==> config.mk <==
export PLATFORM = sky130hd
export DESIGN_NAME = xbar_matrix
export DESIGN_NICKNAME = d
export VERILOG_FILES = /design/src/rtl/xbar_pkg.sv /design/src/rtl/xbar_ctrl.sv /design/src/rtl/xbar_datapath.sv /design/src/rtl/xbar_matrix.sv
export SDC_FILE = /design/constraint.sdc
export NUM_CORES = 1
export LEC_CHECK = 0
export BUFFER_PORTS_ARGS = -buffer_cell sky130_fd_sc_hd__buf_2
export CORE_AREA = 2 2 85 87
export CTS_CLUSTER_DIAMETER = 80
export DETAILED_ROUTE_END_ITERATION = 12
export DIE_AREA = 0 0 87 89
export PLACE_DENSITY = 0.83
export SYNTH_ARGS = -nofsm -noshare
export SYNTH_HDL_FRONTEND = slang
export SYNTH_SLANG_ARGS = --single-unit
==> constraint.sdc <==
create_clock -name clk -period 3 [get_ports clk]
set_input_delay 0.45 -clock clk [delete_from_list [all_inputs] [get_ports clk]]
set_output_delay 0.45 -clock clk [all_outputs]
set_load 0.01 [all_outputs]
==> src/rtl/xbar_pkg.sv <==
package xbar_pkg;
  localparam int NUM_PROC = 3;
  localparam int NUM_MEM  = 3;
  localparam int SEL_W    = NUM_PROC * NUM_MEM;
  localparam int CFG_LO_W = 8;
  localparam int CFG_HI_W = SEL_W - CFG_LO_W;

  // Control-to-datapath strobes: crosspoint closures and resolved drivers.
  typedef struct packed {
    logic [SEL_W-1:0]   sel;
    logic [SEL_W-1:0]   grant;
    logic [NUM_MEM-1:0] conflict;
  } route_t;
endpackage

==> src/rtl/xbar_ctrl.sv <==
module xbar_ctrl
  import xbar_pkg::*;
(
  input  logic                clk,
  input  logic                rstN,
  input  logic                cfgLoWe,
  input  logic [CFG_LO_W-1:0] cfgLoData,
  input  logic                cfgHiWe,
  input  logic [CFG_HI_W-1:0] cfgHiData,
  output route_t              route
);
  logic [SEL_W-1:0]   selQ;
  logic [SEL_W-1:0]   grantC;
  logic [NUM_MEM-1:0] conflictC;

  always_ff @(posedge clk or negedge rstN) begin
    if (!rstN) begin
      selQ <= '0;
    end else begin
      if (cfgLoWe) selQ[CFG_LO_W-1:0]     <= cfgLoData;
      if (cfgHiWe) selQ[SEL_W-1:CFG_LO_W] <= cfgHiData;
    end
  end

  // Lowest-numbered closed processor wins each module column.
  always_comb begin
    grantC    = '0;
    conflictC = '0;
    for (int m = 0; m < NUM_MEM; m++) begin
      logic taken;
      int   hits;
      taken = 1'b0;
      hits  = 0;
      for (int p = 0; p < NUM_PROC; p++) begin
        if (selQ[p*NUM_MEM+m]) begin
          grantC[p*NUM_MEM+m] = !taken;
          taken = 1'b1;
          hits  = hits + 1;
        end
      end
      conflictC[m] = (hits > 1);
    end
  end

  assign route.sel      = selQ;
  assign route.grant    = grantC;
  assign route.conflict = conflictC;


  rst_open_chk: assert property (@(posedge clk) !rstN |=> route.sel == '0);

  lo_load_chk: assert property (@(posedge clk) disable iff (!rstN)
    cfgLoWe |=> route.sel[CFG_LO_W-1:0] == $past(cfgLoData));

  hi_load_chk: assert property (@(posedge clk) disable iff (!rstN)
    cfgHiWe |=> route.sel[SEL_W-1:CFG_LO_W] == $past(cfgHiData));

  sel_hold_chk: assert property (@(posedge clk) disable iff (!rstN)
    (!cfgLoWe && !cfgHiWe) |=> $stable(route.sel));
endmodule

==> src/rtl/xbar_datapath.sv <==
module xbar_datapath
  import xbar_pkg::*;
#(
  parameter int ADDR_W = 16,
  parameter int DATA_W = 8
) (
  input  logic                       clk,
  input  logic                       rstN,
  input  route_t                     route,
  input  logic [NUM_PROC*ADDR_W-1:0] procAddr,
  input  logic [NUM_PROC-1:0]        procRd,
  input  logic [NUM_PROC-1:0]        procWr,
  input  logic [NUM_PROC*DATA_W-1:0] procWrData,
  output logic [NUM_PROC*DATA_W-1:0] procRdData,
  output logic [NUM_MEM*ADDR_W-1:0]  memAddr,
  output logic [NUM_MEM-1:0]         memRd,
  output logic [NUM_MEM-1:0]         memWr,
  output logic [NUM_MEM*DATA_W-1:0]  memWrData,
  input  logic [NUM_MEM*DATA_W-1:0]  memRdData
);
  for (genvar m = 0; m < NUM_MEM; m++) begin : g_mem
    logic [NUM_PROC-1:0] colGrant;
    logic [NUM_PROC-1:0] colSel;
    logic [ADDR_W-1:0]   muxAddr;
    logic [DATA_W-1:0]   muxData;
    logic                muxRd;
    logic                muxWr;

    for (genvar p = 0; p < NUM_PROC; p++) begin : g_col
      assign colGrant[p] = route.grant[p*NUM_MEM+m];
      assign colSel[p]   = route.sel[p*NUM_MEM+m];
    end

    always_comb begin
      muxAddr = '0;
      muxData = '0;
      muxRd   = 1'b0;
      muxWr   = 1'b0;
      for (int p = 0; p < NUM_PROC; p++) begin
        if (colGrant[p]) begin
          muxAddr = muxAddr | procAddr[p*ADDR_W +: ADDR_W];
          muxData = muxData | procWrData[p*DATA_W +: DATA_W];
          muxRd   = muxRd | procRd[p];
          muxWr   = muxWr | procWr[p];
        end
      end
    end

    assign memAddr[m*ADDR_W +: ADDR_W]   = muxAddr;
    assign memWrData[m*DATA_W +: DATA_W] = muxData;
    assign memRd[m] = muxRd;
    assign memWr[m] = muxWr;


    idle_quiet_chk: assert property (@(posedge clk) disable iff (!rstN)
      (colSel == '0) |-> (!memRd[m] && !memWr[m] && memAddr[m*ADDR_W +: ADDR_W] == '0));

    one_driver_chk: assert property (@(posedge clk) disable iff (!rstN)
      $onehot0(colGrant));

    conflict_flag_chk: assert property (@(posedge clk) disable iff (!rstN)
      route.conflict[m] |-> ($countones(colSel) >= 2));

    for (genvar p = 0; p < NUM_PROC; p++) begin : g_fan

      write_copy_chk: assert property (@(posedge clk) disable iff (!rstN)
        (colGrant[p] && procWr[p]) |-> memWr[m]);
    end
  end

  for (genvar p = 0; p < NUM_PROC; p++) begin : g_proc
    logic [DATA_W-1:0]  andData;
    logic [NUM_MEM-1:0] rowGrant;

    for (genvar m = 0; m < NUM_MEM; m++) begin : g_row
      assign rowGrant[m] = route.grant[p*NUM_MEM+m];
    end

    always_comb begin
      andData = '1;
      for (int m = 0; m < NUM_MEM; m++) begin
        if (rowGrant[m]) andData = andData & memRdData[m*DATA_W +: DATA_W];
      end
    end

    assign procRdData[p*DATA_W +: DATA_W] = andData;


    float_high_chk: assert property (@(posedge clk) disable iff (!rstN)
      (rowGrant == '0) |-> (procRdData[p*DATA_W +: DATA_W] == '1));
  end
endmodule

==> src/rtl/xbar_matrix.sv <==
module xbar_matrix
  import xbar_pkg::*;
#(
  parameter int ADDR_W = 16,
  parameter int DATA_W = 8
) (
  input  logic                       clk,
  input  logic                       rstN,
  input  logic                       cfgLoWe,
  input  logic [CFG_LO_W-1:0]        cfgLoData,
  input  logic                       cfgHiWe,
  input  logic [CFG_HI_W-1:0]        cfgHiData,
  input  logic [NUM_PROC*ADDR_W-1:0] procAddr,
  input  logic [NUM_PROC-1:0]        procRd,
  input  logic [NUM_PROC-1:0]        procWr,
  input  logic [NUM_PROC*DATA_W-1:0] procWrData,
  output logic [NUM_PROC*DATA_W-1:0] procRdData,
  output logic [NUM_MEM*ADDR_W-1:0]  memAddr,
  output logic [NUM_MEM-1:0]         memRd,
  output logic [NUM_MEM-1:0]         memWr,
  output logic [NUM_MEM*DATA_W-1:0]  memWrData,
  input  logic [NUM_MEM*DATA_W-1:0]  memRdData,
  output logic [NUM_MEM-1:0]         memConflict
);
  route_t route;

  xbar_ctrl u_ctrl (
    .clk       (clk),
    .rstN      (rstN),
    .cfgLoWe   (cfgLoWe),
    .cfgLoData (cfgLoData),
    .cfgHiWe   (cfgHiWe),
    .cfgHiData (cfgHiData),
    .route     (route)
  );

  xbar_datapath #(.ADDR_W(ADDR_W), .DATA_W(DATA_W)) u_dp (
    .clk        (clk),
    .rstN       (rstN),
    .route      (route),
    .procAddr   (procAddr),
    .procRd     (procRd),
    .procWr     (procWr),
    .procWrData (procWrData),
    .procRdData (procRdData),
    .memAddr    (memAddr),
    .memRd      (memRd),
    .memWr      (memWr),
    .memWrData  (memWrData),
    .memRdData  (memRdData)
  );

  assign memConflict = route.conflict;
endmodule

==> qor.csv <==
stage;metric;value;unit
logic_synthesis;Unique masters post-synth;16;
clocking;post-CTS setup buffers;0;
detailed_routing;antenna viol nets, final;0;
flow_run;max_cap viols;0;
place;hpwl dp;8500;µm
critical_path;WP buf/inv;2;
cells_and_area;Layout Nets;704;
critical_path;Slowest-stage cell, CP;ha_1;
power_and_ir_drop;pwr/cell area;332;nW/µm²
logic_synthesis;post-synthesis register bit count;9;
clocking;clk sinks;9;
place;IO Port Bufs;219;
clocking;worst skew pair latency;0.23;ns
clocking;Root Buffer;clkbuf_8;
logic_synthesis;Warnings, synthesis;0;
die;Starting Density;37.9;%
detailed_routing;DRC errors left;0;
global_route;initial antenna violation count;0;
logic_synthesis;Cell Area, Synth;2550;µm²
detailed_routing;DRT Pass-1 Iters;9;
sta;Setup TNS;0;ns
die;core box area;6720;µm²
detailed_routing;DRT iter0 DRCs;340;
cells_and_area;share of cells above drive strength 1;43.0;%
clocking;TritonCTS clock tree;built;
sta;final setup fails;0;
die;die width;87;µm
critical_path;CP delay by family, top;adder cells;
critical_path;CP cell instances;inv_1 -> ha_1 -> nand2_1 -> o221a_2 -> buf_2;
power_and_ir_drop;peak supply drop;0.310;mV
logic_synthesis;syn avg cell area;6.46;µm²
power_and_ir_drop;Leak;2.06;nW
die;die area;7740;µm²
sta;Max transition margin;43.6;%
die;io pins;220;
logic_synthesis;sequential share of the synthesized area;8.85;%
critical_path;Worst Setup Start Kind;flip-flop;
clocking;# H-tree levels;1;
critical_path;Crit path depth;5;
detailed_routing;via/cell ratio;6.05;
sta;Worst Skew;0;ns
die;Row Count;30;
sta;final period utilization;86.7;%
sta;unrepaired setup endpoints after global routing;false;
cells_and_area;# diodes;0;
critical_path;Worst EP required;2.55;ns
cells_and_area;commonest non-fill, non-tap cell in the layout;buf_2;
clocking;clock-pin slew on the worst setup and hold paths;0.04;ns
detailed_routing;final wirelength;11700;µm
global_route;largest net degree at the start of global routing;36;
clocking;post-CTS sizing;0;
global_route;vias in the first global route;3862;
sta;post-layout min period;2.60;ns
cells_and_area;max reg flops;9;
sta;Achievable Freq;385;MHz
sta;Fin. Hold Viols;0;
critical_path;reg2reg path depth;2;
global_route;total grt overflow;0;
logic_synthesis;post-synth net total;518;
worst_hold_path;worst hold path class;in2async;
critical_path;Crit path largest cell delay;0.54;ns
clocking;cts bufs inserted;3;
cells_and_area;most frequent cells in the layout;219 x buf_2, 86 x nand2_1, 78 x nand3_1, 78 x a22oi_1, 33 x inv_1;
cells_and_area;Largest Register;u_ctrl.selQ;
detailed_routing;vias after detailed routing;3986;
cells_and_area;Regs by FF count;u_ctrl.selQ x9;
cells_and_area;P&R area growth vs syn;39.1;%
critical_path;CP arrival;2.15;ns
place;final RePlAce weighted congestion;0.952;
clocking;CTS Buffer Depth;2;
sta;worst slew pin tran;0.846;ns
clocking;hold buffer count at CTS;0;
status;status;completed;
cells_and_area;Final Util;52.7;%
global_route;first-pass GRT wire length;17900;µm
die;Die Y;89;µm
global_route;total track usage;28.1;%
critical_path;maximum fanout along the worst path;15;
logic_synthesis;cell count after synthesis;394;
sta;Max Slew Vio Count;0;
critical_path;CP Capture Type;output port;
detailed_routing;WL per Instance;17.7;µm
critical_path;CP Class;reg2out;
## kinds of logic (layout without fill, tap and decap cells)
logic type / after synthesis / after routing / synth area share, %
and+or+nand+nor: 175 / 175 / 31.1
AOI/OAI and AO/OA: 111 / 111 / 35.0
buffers and inverters: 87 / 272 / 19.3
adders and majority gates: 9 / 9 / 4.42
DFF: 9 / 9 / 8.85
muxes: 3 / 3 / 1.33
## worst register-to-register path: cells and delay by family, from the launching register on
family                 cells  cell delay, ns
buffers and inverters      1            0.37
flip-flops                 1            0.88
multiplexers               1            0.18
## cell usage after synthesis
| cell | instances | area share [%] |
|---|---|---|
| buf_6 | 9 | 4.0 |
| nand2_1 | 86 | 13 |
| ha_1 | 9 | 4.4 |
| dfrtp_1 | 9 | 8.8 |
| nand3_1 | 78 | 15 |
| a22o_1 | 3 | 1.0 |
| inv_1 | 33 | 4.9 |
| a222oi_1 | 16 | 6.3 |
| mux2_2 | 3 | 1.3 |
| a22oi_1 | 78 | 23 |
| buf_2 | 29 | 5.7 |
| nand3b_1 | 8 | 2.4 |
| o21ai_0 | 6 | 1.2 |
| buf_4 | 16 | 4.7 |
| o221a_2 | 8 | 3.5 |
| nand2b_1 | 3 | 0.74 |
## area by class of cell
cell class	count	area, µm²
clock buffer	4	45.0
fill	684	3180
inverter	33	124
multi-input combinational	298	1830
sequential	9	225
tap	80	100
timing repair buffer	235	1220
## metrics by stage
| stage | hold WS (ns) | power, W | worst slack [ns] | cell area [µm²] | cells |
|---|---|---|---|---|---|
| finish | 0.0533 | 0.00118 | 0.400 | 3540 | 659 |
| CTS | 0.0594 | 0.00117 | 0.447 | 3540 | 659 |
| floorplan | 0.154 | 0.000685 | 1.03 | 2550 | 394 |
| global placement | 0.306 | 0.00101 | 0.787 | 3500 | 655 |
| detailed placement | 0.304 | 0.00103 | 0.720 | 3500 | 655 |
| global route | 0.0744 | 0.00126 | 0.306 | 3540 | 659 |
## per-layer routing
layer | track usage [%] | up-vias | part of all wire [%]
met4 | 10.9 | 0 | 1.7
met3 | 3.23 | 30 | 10
met2 | 50.6 | 307 | 50
li1 | - | 1818 | -
met1 | 34.1 | 1831 | 38
met5 | 0 | - | 0
## report_power, final
part | total, W | internal, W | leakage (nW) | switching (W)
Combinational | 0.000872 | 0.000360 | 1.93 | 0.000513
Sequential | 0.000164 | 0.000133 | 0.108 | 0.0000313
Clock | 0.000140 | 0.0000925 | 0.0228 | 0.0000475
Total | 0.00118 | 0.000585 | 2.06 | 0.000591
## path summary, 6_finish.rpt
path,start,to,slack (ns)
max,u_ctrl.selQ[5],procRdData[19],0.40
min,rstN,u_ctrl.selQ[2],0.05
max reg2reg,u_ctrl.selQ[6],u_ctrl.selQ[6],1.50
min reg2reg,u_ctrl.selQ[1],u_ctrl.selQ[1],0.59
max in group asynchronous,rstN,u_ctrl.selQ[4],2.77
min in group clk,cfgLoData[2],u_ctrl.selQ[2],0.42
Power figures use the tool's default switching activity.
